===== src/rtl/lsq_pkg.sv =====
package lsq_pkg;
    typedef enum logic [1:0] {
        OP_LOAD  = 2'd0,
        OP_STORE = 2'd1,
        OP_FENCE = 2'd2
    } op_kind_e;

    typedef enum logic [1:0] {
        SLOT_FREE  = 2'd0,
        SLOT_PEND  = 2'd1,
        SLOT_DONE  = 2'd2,
        SLOT_BLOCK = 2'd3
    } slot_state_e;
endpackage


===== src/rtl/lsq_slot.sv =====
module lsq_slot
    import lsq_pkg::*;
#(
    parameter int AW = 32
) (
    input  logic          clk,
    input  logic          rst_n,
    input  logic          alloc_en,
    input  op_kind_e      alloc_kind,
    input  logic          res_en,
    input  logic [AW-1:0] res_addr,
    input  logic          res_ok,
    input  logic          replay_en,
    input  logic          kill_en,
    output slot_state_e   state_o,
    output op_kind_e      kind_o,
    output logic [AW-1:0] addr_o
);
    slot_state_e state_q, state_d;

    always_comb begin
        state_d = state_q;
        if (kill_en) begin
            state_d = SLOT_FREE;
        end else begin
            unique case (state_q)
                SLOT_FREE:  if (alloc_en)
                                state_d = (alloc_kind == OP_FENCE) ? SLOT_DONE : SLOT_PEND;
                SLOT_PEND:  if (res_en)
                                state_d = (kind_o == OP_STORE || res_ok) ? SLOT_DONE : SLOT_BLOCK;
                SLOT_DONE:  if (replay_en && kind_o == OP_LOAD)
                                state_d = SLOT_PEND;
                SLOT_BLOCK: state_d = SLOT_BLOCK;
                default:    state_d = SLOT_FREE;
            endcase
        end
    end

    always_ff @(posedge clk or negedge rst_n) begin
        if (!rst_n) begin
            state_q <= SLOT_FREE;
            kind_o  <= OP_LOAD;
            addr_o  <= '0;
        end else begin
            state_q <= state_d;
            if (state_q == SLOT_FREE && alloc_en) kind_o <= alloc_kind;
            if (state_q == SLOT_PEND && res_en)   addr_o <= res_addr;
        end
    end

    assign state_o = state_q;
endmodule


===== src/rtl/lsq_conflict.sv =====
module lsq_conflict #(
    parameter int DEPTH = 8,
    parameter int AW    = 32,
    localparam int IW   = $clog2(DEPTH),
    localparam int CW   = IW + 1
) (
    input  logic [IW-1:0]           base_idx,
    input  logic [CW-1:0]           span,
    input  logic [AW-1:0]           addr,
    input  logic [DEPTH-1:0]        exec_load,
    input  logic [DEPTH-1:0][AW-1:0] slot_addr,
    output logic                    hit,
    output logic [IW-1:0]           hit_idx
);
    logic [IW-1:0] probe;

    // walk forward from the store; first match is the oldest younger load
    always_comb begin
        hit     = 1'b0;
        hit_idx = '0;
        probe   = '0;
        for (int k = 1; k < DEPTH; k++) begin
            probe = base_idx + IW'(k);
            if (!hit && CW'(k) <= span && exec_load[probe] && slot_addr[probe] == addr) begin
                hit     = 1'b1;
                hit_idx = probe;
            end
        end
    end
endmodule


===== src/rtl/lsq_order_check.sv =====
module lsq_order_check
    import lsq_pkg::*;
#(
    parameter int DEPTH = 8,
    parameter int AW    = 32,
    localparam int IW   = $clog2(DEPTH),
    localparam int CW   = IW + 1
) (
    input  logic          clk,
    input  logic          rst_n,
    input  logic          alloc_valid,
    input  logic [1:0]    alloc_kind,
    output logic          alloc_ready,
    output logic [IW-1:0] alloc_idx,
    input  logic          res_valid,
    input  logic [IW-1:0] res_idx,
    input  logic [AW-1:0] res_addr,
    input  logic          res_allowed,
    output logic          issue_valid,
    output logic [IW-1:0] issue_idx,
    output logic [AW-1:0] issue_addr,
    output logic          fault_valid,
    output logic [IW-1:0] fault_idx,
    output logic          replay_valid,
    output logic [IW-1:0] replay_idx,
    input  logic          retire_valid,
    output logic          head_ready,
    input  logic          flush_valid,
    input  logic [IW-1:0] flush_idx
);
    logic [IW-1:0] head_q;
    logic [CW-1:0] cnt_q;
    logic [IW-1:0] res_age, flush_age;
    logic          res_live, flush_live;
    logic          alloc_go, retire_go, res_go, flush_go;
    logic          load_res, store_res;
    logic          cf_hit;
    logic [IW-1:0] cf_idx;
    logic [CW-1:0] cf_span;

    slot_state_e            st [DEPTH];
    op_kind_e               kd [DEPTH];
    logic [DEPTH-1:0][AW-1:0] ad;
    logic [DEPTH-1:0]       exec_load;

    assign alloc_idx   = head_q + cnt_q[IW-1:0];
    assign alloc_ready = (cnt_q != CW'(DEPTH));
    assign head_ready  = (cnt_q != '0) &&
                         (st[head_q] == SLOT_DONE || st[head_q] == SLOT_BLOCK);

    assign res_age    = res_idx - head_q;
    assign flush_age  = flush_idx - head_q;
    assign res_live   = {1'b0, res_age} < cnt_q;
    assign flush_live = {1'b0, flush_age} < cnt_q;

    assign flush_go  = flush_valid && flush_live;
    assign alloc_go  = alloc_valid && alloc_ready && !flush_valid;
    assign retire_go = retire_valid && head_ready && !flush_valid;
    assign res_go    = res_valid && res_live && !flush_valid;

    assign load_res  = res_go && kd[res_idx] == OP_LOAD  && st[res_idx] == SLOT_PEND;
    assign store_res = res_go && kd[res_idx] == OP_STORE && st[res_idx] == SLOT_PEND;
    assign cf_span   = cnt_q - CW'(1) - {1'b0, res_age};

    lsq_conflict #(.DEPTH(DEPTH), .AW(AW)) u_conflict (
        .base_idx  (res_idx),
        .span      (cf_span),
        .addr      (res_addr),
        .exec_load (exec_load),
        .slot_addr (ad),
        .hit       (cf_hit),
        .hit_idx   (cf_idx)
    );

    for (genvar g = 0; g < DEPTH; g++) begin : g_slot
        logic [IW-1:0] sage;
        logic          kill;
        assign sage = IW'(g) - head_q;
        assign kill = (retire_go && head_q == IW'(g)) || (flush_go && sage > flush_age);
        assign exec_load[g] = (st[g] == SLOT_DONE) && (kd[g] == OP_LOAD);

        lsq_slot #(.AW(AW)) u_slot (
            .clk        (clk),
            .rst_n      (rst_n),
            .alloc_en   (alloc_go && alloc_idx == IW'(g)),
            .alloc_kind (op_kind_e'(alloc_kind)),
            .res_en     (res_go && res_idx == IW'(g)),
            .res_addr   (res_addr),
            .res_ok     (res_allowed),
            .replay_en  (store_res && cf_hit && cf_idx == IW'(g)),
            .kill_en    (kill),
            .state_o    (st[g]),
            .kind_o     (kd[g]),
            .addr_o     (ad[g])
        );
    end

    // queue occupancy
    always_ff @(posedge clk or negedge rst_n) begin
        if (!rst_n) begin
            head_q <= '0;
            cnt_q  <= '0;
        end else if (flush_go) begin
            cnt_q <= {1'b0, flush_age} + CW'(1);
        end else begin
            head_q <= head_q + IW'(retire_go);
            cnt_q  <= cnt_q + CW'(alloc_go) - CW'(retire_go);
        end
    end

    // registered event outputs
    always_ff @(posedge clk or negedge rst_n) begin
        if (!rst_n) begin
            issue_valid  <= 1'b0;
            issue_idx    <= '0;
            issue_addr   <= '0;
            fault_valid  <= 1'b0;
            fault_idx    <= '0;
            replay_valid <= 1'b0;
            replay_idx   <= '0;
        end else begin
            issue_valid  <= load_res && res_allowed;
            issue_idx    <= res_idx;
            issue_addr   <= res_addr;
            fault_valid  <= load_res && !res_allowed;
            fault_idx    <= res_idx;
            replay_valid <= store_res && cf_hit;
            replay_idx   <= cf_idx;
        end
    end
endmodule


===== config.mk =====
export PLATFORM = sky130hd
export DESIGN_NAME = lsq_order_check
export DESIGN_NICKNAME = d
export VERILOG_FILES = /design/src/rtl/lsq_pkg.sv /design/src/rtl/lsq_slot.sv /design/src/rtl/lsq_conflict.sv /design/src/rtl/lsq_order_check.sv
export SDC_FILE = /design/constraint.sdc
export NUM_CORES = 1
export LEC_CHECK = 0
export BUFFER_PORTS_ARGS = -buffer_cell sky130_fd_sc_hd__buf_2
export CORE_MARGIN = 1.5
export CORE_UTILIZATION = 52
export CTS_CLUSTER_SIZE = 40
export DETAILED_ROUTE_END_ITERATION = 10
export PLACE_DENSITY_LB_ADDON = 0.15
export SYNTH_ARGS = -nofsm -noshare
export SYNTH_HDL_FRONTEND = slang
export SYNTH_SLANG_ARGS = --single-unit

===== constraint.sdc =====
create_clock -name clk -period 6.2 [get_ports clk]
set_input_delay 0.31 -clock clk [delete_from_list [all_inputs] [get_ports clk]]
set_output_delay 0.31 -clock clk [all_outputs]
set_load 0.05 [all_outputs]

# Word level (Yosys, flattened, before mapping)
# Index checks and enable logic that the tools add are counted.
# op_classes
addsub	24
mux	101
reduce_logical	162
n_bitwise	2
order_cmp	26
n_eq_ne	97
# ops
op	n
binary-select mux 32 bit (select 3 bit)	7
equality test 32 bit	7
2-to-1 mux 32 bit	7
logical AND 1 bit	107
2-to-1 mux 2 bit	39
!= test 3 x 2 -> 1 bit, second input constant	24
one-hot mux 2 bit (4 select lines)	8
equality test 3 bit, second input constant	16
equality test 2 bit, second input constant	19
equality test 2 x 1 -> 1 bit, second input constant	18
zero test 2 bit	17
< comparator 3 x 4 -> 1 bit, second input constant	7
equality test 3 x 2 -> 1 bit, second input constant	8
greater-than comparator 3 bit	8
AND reduction 3 bit	8
2-to-1 mux 1 bit	22
binary-select mux 1 bit (select 3 bit)	7
2-to-1 mux 3 bit	7
binary-select mux 2 bit (select 3 bit)	3
logical OR 1 bit	17
<= comparator 3 x 4 -> 1 bit, first input constant	4
adder 3 bit, second input constant	4
equality test 3 x 1 -> 1 bit, second input constant	4
zero test 3 bit	4
22 further kinds	40
# totals
out_inout_bits	49
in_bits	47
register_bits	336
wordCells	444

# Longest topological paths before layout
# Gate-level depths: netlist of the first run.
# logic_depth
word_depth	43
ltp_mapped	25
ltp_nobuf	19

# Modules after synthesis
# A second synthesis of the first run with hierarchy kept.
# unflattened
hier_cells	2626
hier_area_um2	31666.6
# by_module_without_submodules
module	area_each_um2	cells_each	instances
lsq_conflict	15825.2	1593	1
lsq_slot	1592.8	93	8
lsq_order_check	3099.2	289	1

# Worst setup path after synthesis of the first run
# Ideal clock, no wire load.
# synth_path
kind	input-to-reg
start	input port res_idx[0]
end	register g_slot[6].u_slot.state_q[1]
n_path_buf	6
stages	24
slack_ns	0.619
arrival_ns	5.452
path_cell_list	buf_6 > buf_6 > buf_4 > inv_4 > buf_4 > buf_2 > buf_4 > ha_1 > inv_1 > fa_1 > xor2_1 > inv_1 > ha_1 > a211oi_1 > xnor2_1 > a31o_2 > a211oi_2 > nand2_1 > or4_4 > mux2_4 > a2111oi_4 > o32ai_2 > nand3b_1 > o41a_1
# synth_between
elab_chain_len	41
elab_cells_between_ends	114
# synth_lines
item	line_no	text
start: declaration	lsq_order_check.sv:16	input logic [IW-1:0] res_idx,
subtractor 3 bit or adder 3 x 1 -> 3 bit (tied branches)	lsq_order_check.sv:51, lsq_conflict.sv:23	
subtractor 4 x 3 -> 4 bit, or another cell as far along	lsq_order_check.sv:63	assign cf_span = cnt_q - CW'(1) - {1'b0, res_age};
<= comparator 1 x 4 -> 1 bit, or another cell as far along	lsq_conflict.sv:24	if (!hit && CW'(k) <= span && exec_load[probe] && slot_addr[probe] == addr) begin
logical AND 1 bit or equality test 32 bit (tied branches)	lsq_conflict.sv:24	
logical AND 1 bit	lsq_conflict.sv:24	
2-to-1 mux 1 bit	lsq_conflict.sv:24	
zero test 1 bit	lsq_conflict.sv:24	
logical AND 1 bit (3 in series)	lsq_conflict.sv:24	
[... 21 more ...]	--	
zero test 1 bit	lsq_conflict.sv:24	
logical AND 1 bit (3 in series)	lsq_conflict.sv:24	
2-to-1 mux 3 bit or 2-to-1 mux 1 bit (tied branches)	lsq_conflict.sv:24	
equality test 3 bit or logical AND 1 bit (tied branches)	lsq_order_check.sv:90	.replay_en (store_res && cf_hit && cf_idx == IW'(g)),
logical AND 1 bit	lsq_order_check.sv:90	
logical AND 1 bit	lsq_slot.sv:31	SLOT_DONE: if (replay_en && kind_o == OP_LOAD)
!= test 3 x 2 -> 1 bit (no line)	--	
AND reduction 3 bit (no line) *	--	
end signal: assignment	lsq_slot.sv:45	state_q <= state_d;
end: declaration	lsq_slot.sv:19	slot_state_e state_q, state_d;
# Every way passes the cells marked *; elsewhere a longest branch is shown, timed or not. The select of a mux whose other input is x is not followed.
# A chain may end at the register's enable or synchronous reset.

# Final worst setup path of the first run
# layout_path
start	register head_q[1]
end	register g_slot[6].u_slot.state_q[1]
# layout_between
elab_chain_len	41
elab_cells_between_ends	86
# layout_lines
item	line_no	text
start: declaration	lsq_order_check.sv:31	logic [IW-1:0] head_q;
start signal: assignment	lsq_order_check.sv:106	head_q <= head_q + IW'(retire_go);
subtractor 3 bit	lsq_order_check.sv:51	assign res_age = res_idx - head_q;
subtractor 4 x 3 -> 4 bit	lsq_order_check.sv:63	
<= comparator 1 x 4 -> 1 bit	lsq_conflict.sv:24	
logical AND 1 bit (2 in series)	lsq_conflict.sv:24	
2-to-1 mux 1 bit	lsq_conflict.sv:24	
zero test 1 bit	lsq_conflict.sv:24	
logical AND 1 bit (3 in series)	lsq_conflict.sv:24	
2-to-1 mux 1 bit	lsq_conflict.sv:24	
[... 20 more ...]	--	
zero test 1 bit	lsq_conflict.sv:24	
logical AND 1 bit (3 in series)	lsq_conflict.sv:24	
2-to-1 mux 3 bit or 2-to-1 mux 1 bit (tied branches)	lsq_conflict.sv:24	
equality test 3 bit or logical AND 1 bit (tied branches)	lsq_order_check.sv:90	
logical AND 1 bit	lsq_order_check.sv:90	
logical AND 1 bit	lsq_slot.sv:31	
!= test 3 x 2 -> 1 bit (no line)	--	
AND reduction 3 bit (no line)	--	
# Several ways; a longest one is shown, not always the timed one. The select of a mux whose other input is x is not followed.

==> results.toml, run 1 <==
[run_status]
run_status = "completed"

[yosys]
synth-main-ff-cell = "sky130_fd_sc_hd__dfrtp_1"
ys_ff_latch = 336
synth_area_um2 = 29650
yosys.area.top_type_share_pct = 28.36
yosys_warnings = 0
synth.area.top_cells = "sky130_fd_sc_hd__dfrtp_1 (28%), sky130_fd_sc_hd__mux4_2 (24%), sky130_fd_sc_hd__mux2_2 (8.4%)"
postSynthNetCount = 2640
yosys.cell_types.count = 89
synthCells = 2538
synth-edff-count = 0
synth_area_per_cell_um2 = 11.68
synth_seq_area_share_pct = 28.36
synth_largest_area_cell = "sky130_fd_sc_hd__dfrtp_1"
asyncSetResetFlopFracSynth_pct = 100.0

[floorplan]
fp.coreArea_um2 = 56390
ios = 96
die_h_um = 241.8
initial_utilization_pct = 52.58
placement_rows = 87
die_area_um2 = 58460
die_w_um = 241.8

[clock_tree]
insertion_delay_ns = 0.59
cts_sinks = 336
longest_clk_path_bufs = 3
cts_made_buffers = 40
clkSlewWorstSetupHoldPaths_ns = 0.06
tritoncts = "yes"
root_buffer = "sky130_fd_sc_hd__clkbuf_16"
htree_levels = 2

[sta]
finalHoldViolations = 0
grt_setup_unrepaired = "false"
hold_slack_ns = 0.02828
worst_slew_pin_slew_ns = 1.340
clock_skew_ns = 0.02049
tns_ns = 0
maxSlewViolCount = 0
finalCriticalPeriod_ns = 5.701
min_period_over_period_pct = 91.96
setup-violations-final = 0
clock.fmax_mhz = 175.4
relSlewSlack_pct = 10.46

[grt]
first_global_vias = 23362
total_routing_usage_reported_by_global_routing_pct = 38.88
largest_net_degree_at_the_start_of_global_routing = 157
grt_pass1_wl_mm = 167.3
overflow_left_after_global_routing = 0
grt_antenna_before_repair = 5

[worst_setup_path]
type_of_the_worst_setup_path = "flop to flop"
timing.critical_path.from_type = "flop"
timing.critical_path.fanout_max = 9
cp_data_arrival_time_ns = 6.15
timing.critical_path.required_ns = 6.65
worst_setup_path_end_kind = "flop"

[drt]
post_drt_wl_per_cell_um = 34.28
vias = 24376
routed_via_density = 7.329
drc = 0
detailedRoute.firstIterationViolations = 2961
drtPass1Iterations = 8
drt_wl_total_mm = 114.0
detail-route-antenna-nets = 0

[cells_and_area]
antenna_cells_inserted = 0
design.final.nets = 2641
flow.area_growth_from_synthesis_pct = 8.769
layout-drive-gt1-share_pct = 32.06

[placed_design]
portBuffers = 95
gp_congestion = 1.143
dp.final_hpwl_mm = 84.97

[power]
peakVddDrop_uv = 274.6
powerDensity_nw_per_um2 = 380.4
leakagePower_uw = 0.01315
p_total_uw = 12270

[flow_run]
max-cap-violations = 0

[hold_path]
worst_min_path_class = "primary input to flop"
registers in the layout, indices dropped and copies added, names as in the netlist:
name,flops
g_slot.u_slot.kind_o,16
fault_valid,1
g_slot.u_slot.state_o,16
fault_idx,3
cnt_q,4
issue_valid,1
head_q,3
replay_idx,3
g_slot.u_slot.addr_o,256
replay_valid,1
issue_addr,32
layer usage:
| layer | vias up | share of wire [%] | routed length (µm) | GRT usage [%] |
|---|---|---|---|---|
| met5 | - | 0 | 0 | 0 |
| li1 | 9894 | - | - | - |
| met4 | 0 | 5.5 | 6259 | 18.20 |
| met3 | 299 | 9.6 | 10910 | 6.937 |
| met2 | 1536 | 46 | 52040 | 60.40 |
| met1 | 12647 | 39 | 44800 | 53.21 |
metrics by stage:
step	instances	utilization, %	setup WS, ns	area (µm²)
6_report	3326	57.19	0.4985	32250
5_1_grt	3326	57.19	0.1537	32250
4_1_cts	3326	57.19	0.5945	32250
3_5_place_dp	3249	54.72	0.2031	30850
3_3_place_gp	3249	54.72	0.3826	30850
2_1_floorplan	2538	-	0.6189	29650
layout by cell type (no fill, tap or decap), drive strengths merged, types with 6 or more instances in the layout:
cell type / count
o31ai: 9
nand4b: 6
dfrtp: 336
ha: 50
o211ai: 6
o21ai: 102
o21a: 6
a2111oi: 11
clkinv: 17
nand4: 56
a31oi: 22
nand2b: 10
a221oi: 9
nor4: 41
a21o: 13
mux4: 321
and3: 12
nand3: 45
nor3: 56
or4: 6
a22o: 14
mux2: 221
and3b: 7
xnor2: 193
a21oi: 45
inv: 52
buf: 174
xor2: 51
nand2: 141
or4b: 9
and2: 11
nor2b: 25
mux2i: 212
a211oi: 12
nor2: 72
or3: 7
o22ai: 7
clkbuf: 53
nor4b: 16
a22oi: 20
where the power goes:
group | total (µW) | internal, µW | switching (µW)
registers | 3900 | 2790 | 1110
logic | 5890 | 2680 | 3210
clock network | 2480 | 1470 | 1010
total | 12300 | 6940 | 5330
area by class of cell:
type	instances	area, µm²
Multi-Input combinational cell	1927	20000
Tap cell	756	945.9
Timing Repair Buffer	178	1329
Clock buffer	53	1111
Sequential cell	336	8408
Clock inverter	20	245.2
Inverter	56	212.7
Fill cell	4785	24140
path summary, 6_finish.rpt:
path,from,slack (ns),to,depth (start not counted)
min in group asynchronous,rst_n,0.37,g_slot[3].u_slot.kind_o[0]$_DFFE_PN0P_,2
hold / removal,res_addr[7],0.03,issue_addr[7]$_DFF_PN0_,1
max in group asynchronous,rst_n,4.45,g_slot[6].u_slot.addr_o[22]$_DFFE_PN0P_,3
setup reg to reg,head_q[1]$_DFFE_PN0N_,0.50,g_slot[6].u_slot.state_o[1]$_DFFE_PN0P_,16
hold reg to reg,g_slot[0].u_slot.addr_o[16]$_DFFE_PN0P_,0.58,g_slot[0].u_slot.addr_o[16]$_DFFE_PN0P_,2
setup / recovery,head_q[1]$_DFFE_PN0N_,0.50,g_slot[6].u_slot.state_o[1]$_DFFE_PN0P_,16
kinds of logic after synthesis:
logic type               synth area share, %
flip-flops                             28.36
AND/OR/NAND/NOR                        9.799
buffers and inverters                  4.490
AO/OA/AOI/OAI                          7.727
adder cells (fa/ha/maj)                2.448
multiplexers                           39.95
XOR/XNOR                               7.233
cell usage after synthesis (25+ instances only):
master / number
sky130_fd_sc_hd__a21oi_1: 45
sky130_fd_sc_hd__buf_1: 25
sky130_fd_sc_hd__buf_2: 43
sky130_fd_sc_hd__buf_4: 32
sky130_fd_sc_hd__clkbuf_1: 105
sky130_fd_sc_hd__dfrtp_1: 336
sky130_fd_sc_hd__ha_1: 50
sky130_fd_sc_hd__inv_1: 45
sky130_fd_sc_hd__mux2_2: 220
sky130_fd_sc_hd__mux2i_1: 212
sky130_fd_sc_hd__mux4_2: 321
sky130_fd_sc_hd__nand2_1: 141
sky130_fd_sc_hd__nand3_1: 45
sky130_fd_sc_hd__nand4_1: 56
sky130_fd_sc_hd__nor2_1: 71
sky130_fd_sc_hd__nor2b_1: 25
sky130_fd_sc_hd__nor3_1: 56
sky130_fd_sc_hd__nor4_1: 38
sky130_fd_sc_hd__o21ai_0: 101
sky130_fd_sc_hd__xnor2_1: 192
sky130_fd_sc_hd__xor2_1: 51
worst max-delay path: stages (launching register included):
cell and delay (ns):
sky130_fd_sc_hd__dfrtp_1 0.56, sky130_fd_sc_hd__inv_1 0.30, sky130_fd_sc_hd__fa_1 0.47, sky130_fd_sc_hd__xor2_1 0.24, sky130_fd_sc_hd__inv_1 0.07, sky130_fd_sc_hd__ha_1 0.23, sky130_fd_sc_hd__a211oi_1 0.33, sky130_fd_sc_hd__xnor2_1 0.12
sky130_fd_sc_hd__a31o_2 0.33, sky130_fd_sc_hd__a211oi_2 0.36, sky130_fd_sc_hd__nand2_1 0.15, sky130_fd_sc_hd__nor4_1 1.00, sky130_fd_sc_hd__nor3_1 0.18, sky130_fd_sc_hd__a2111oi_4 0.29, sky130_fd_sc_hd__o32ai_2 0.19, sky130_fd_sc_hd__nand3b_1 0.34
sky130_fd_sc_hd__o41a_1 0.42
timing repair:
item / 4_1_cts / 5_1_grt
setup buffers: 0 / 0
endpoints found under the hold margin: 97 / 0
gates resized for setup: 0 / 0
hold buffers: 4 / 0
Power figures use the tool's default switching activity.
==> run 2, diff against run 1 <==
- BUFFER_PORTS_ARGS: -buffer_cell sky130_fd_sc_hd__buf_2 -> unset
- CORE_UTILIZATION: 52 -> 31
- DONT_BUFFER_PORTS: unset -> 1
==> run 2 against run 1 <==
The flow now finishes with violations (negative hold slack, max-slew violations). Sequential share of layout area down 0.41 points. First-iteration DRC count shrank 12%. Largest power group unchanged. Highest routed layer unchanged. Total power increased by 1.6%.
==> results.toml, run 2 (same netlist as run 1, synthesis figures left out) <==
[run_status]
violations = "negative hold slack, max-slew violations"
run_status = "complete, but fails checks"

[drt]
detailedRoute.firstIterationViolations = 2605
top_layer_used = "met4"
post_drt_wl_per_cell_um = 33.08
wl_met1_mm = 53.59
routed_via_density = 6.259
detail-route-antenna-nets = 0
drtPass1Iterations = 8
drc = 0
wl_met3_mm = 8.365
met2WireLength_mm = 57.88
drt_wl_total_mm = 124.8
vias = 23609

[cells_and_area]
design.final.nets = 2568
final_cell_mix = "sky130_fd_sc_hd__dfrtp_1 (336), sky130_fd_sc_hd__mux4_2 (321), sky130_fd_sc_hd__mux2_2 (220), sky130_fd_sc_hd__mux2i_1 (212), sky130_fd_sc_hd__xnor2_1 (191)"
final_common_cell = "sky130_fd_sc_hd__dfrtp_1"
layout-drive-gt1-share_pct = 28.98
final.fill_count = 9372
register_containing_the_most_flip_flops_in_the_final_layout = "g_slot.u_slot.addr_o"
flow.area_growth_from_synthesis_pct = 10.49
layout_top_registers = "g_slot.u_slot.addr_o (256), issue_addr (32)"
largest_register_ff_count = 256

[placed_design]
gp_congestion = 1.038
dp.final_hpwl_mm = 89.16
dp_worst_setup_slack_ns = 0.6840
portBuffers = 0

[grt]
first_global_vias = 23168
grt_pass1_wl_mm = 179.4
grt_antenna_before_repair = 5
largest_net_degree_at_the_start_of_global_routing = 337
overflow_left_after_global_routing = 0
total_routing_usage_reported_by_global_routing_pct = 25.40

[sta]
tns_ns = 0
clock_skew_ns = 0.01817
finalHoldViolations = 336
relSlewSlack_pct = -23.81
final_critical_path_setup_slack_ns = 0.5733
clock.fmax_mhz = 177.7
setup-violations-final = 0
min_period_over_period_pct = 90.75
maxSlewViolCount = 131
finalCriticalPeriod_ns = 5.627
worst_slew_pin_slew_ns = 1.857
hold_slack_ns = -0.5958
grt_setup_unrepaired = "false"

[clock_tree]
longest_clk_path_bufs = 3
cts_made_buffers = 45
insertion_delay_ns = 0.62
clkSlewWorstSetupHoldPaths_ns = 0.06
postCtsHoldBufs = 38
root_buffer = "sky130_fd_sc_hd__clkbuf_16"
cts_sinks = 336
htree_levels = 2
tritoncts = "yes"

[worst_setup_path]
type_of_the_worst_setup_path = "flop to flop"
timing.critical_path.from_type = "flop"
cp_data_arrival_time_ns = 6.12
timing.critical_path.fanout_max = 15
regToRegSetupSlack_ns = 0.57
timing.critical_path.required_ns = 6.69
worst_setup_path_end_kind = "flop"

[power]
power.sequential.fraction_pct = 31.9
switching_share_pct = 41.97
internal_power_uw = 7236
power_share_of_the_clock_group_pct = 23.1
powerDensity_nw_per_um2 = 380.6
net-switching-power_uw = 5233
comb_power_share_pct = 44.9
peakVddDrop_uv = 178.6
leakagePower_uw = 0.01291

[floorplan]
die_h_um = 312.3
die_w_um = 312.3
die_area_um2 = 97510
initial_utilization_pct = 31.25
ios = 96
placement_rows = 113
fp.coreArea_um2 = 94870

[flow_run]
max-cap-violations = 0

[hold_path]
worst_min_path_class = "primary input to asynchronous set/reset pin"
-- run 2: worst max-delay path, stage by stage, from the launching register on --
cell                        delay (ns)
sky130_fd_sc_hd__dfrtp_1          0.73
sky130_fd_sc_hd__ha_1             0.27
sky130_fd_sc_hd__inv_1            0.05
sky130_fd_sc_hd__fa_1             0.51
sky130_fd_sc_hd__inv_1            0.08
sky130_fd_sc_hd__fa_1             0.42
sky130_fd_sc_hd__xor2_1           0.37
sky130_fd_sc_hd__nor2b_1          0.33
sky130_fd_sc_hd__o22ai_1          0.11
sky130_fd_sc_hd__a2111oi_0        0.51
sky130_fd_sc_hd__nand4_1          0.53
sky130_fd_sc_hd__and3b_1          0.38
sky130_fd_sc_hd__a2111oi_4        0.30
sky130_fd_sc_hd__o32ai_2          0.18
sky130_fd_sc_hd__nand3b_1         0.31
sky130_fd_sc_hd__o41a_1           0.42
-- run 2: final timing paths --
check,depth (start not counted),start,to
hold / removal,0,rst_n,fault_idx[0]$_DFF_PN0_
setup / recovery,15,head_q[0]$_DFFE_PN0N_,g_slot[6].u_slot.state_o[1]$_DFFE_PN0P_
min in group clk,2,res_addr[5],g_slot[1].u_slot.addr_o[5]$_DFFE_PN0P_
hold reg to reg,2,g_slot[1].u_slot.addr_o[5]$_DFFE_PN0P_,g_slot[1].u_slot.addr_o[5]$_DFFE_PN0P_
setup reg to reg,15,head_q[0]$_DFFE_PN0N_,g_slot[6].u_slot.state_o[1]$_DFFE_PN0P_
max in group asynchronous,0,rst_n,issue_addr[0]$_DFF_PN0_
-- run 2: cell type report --
class,instances,area (µm²),share of cell area (%)
multi-input combinational,1927,20000,61.04
antenna,5,12.51,0.03819
timing repair buffer,100,908.4,2.773
clock buffer,63,1346,4.110
tap,1265,1583,4.831
sequential,336,8408,25.67
inverter,56,212.7,0.6493
clock inverter,20,291.5,0.8899
-- run 2: power by group through the flow --
stage,clock network (µW),logic [µW],registers [µW]
floorplan,0,4050,3480
global placement,0,5420,3940
detailed placement,0,5460,3990
CTS,2970,5540,3950
global route,3070,5900,4090
finish,2890,5600,3980
-- run 2: layer usage --
metal	GRT usage, %	vias up
met5	0	-
met3	3.809	194
met2	40.26	1072
met1	35.09	12590
met4	9.455	0
li1	-	9753
-- run 2: timing repair --
| item | CTS | global route |
|---|---|---|
| setup buffers | 0 | 0 |
| resized for setup | 0 | 0 |
| endpoints found under the hold margin | 597 | 336 |
-- run 2: stage by stage --
step	hold WS (ns)	total power, µW	util (%)	std cells	instance area [µm²]
floorplan	0.01441	7524	-	2538	29650
global placement	0.03641	9367	32.39	3646	30730
detailed placement	0.03820	9446	32.39	3646	30730
CTS	-0.6297	12460	34.52	3767	32750
global route	-0.6194	13050	34.52	3767	32750
finish	-0.5958	12470	34.53	3772	32760
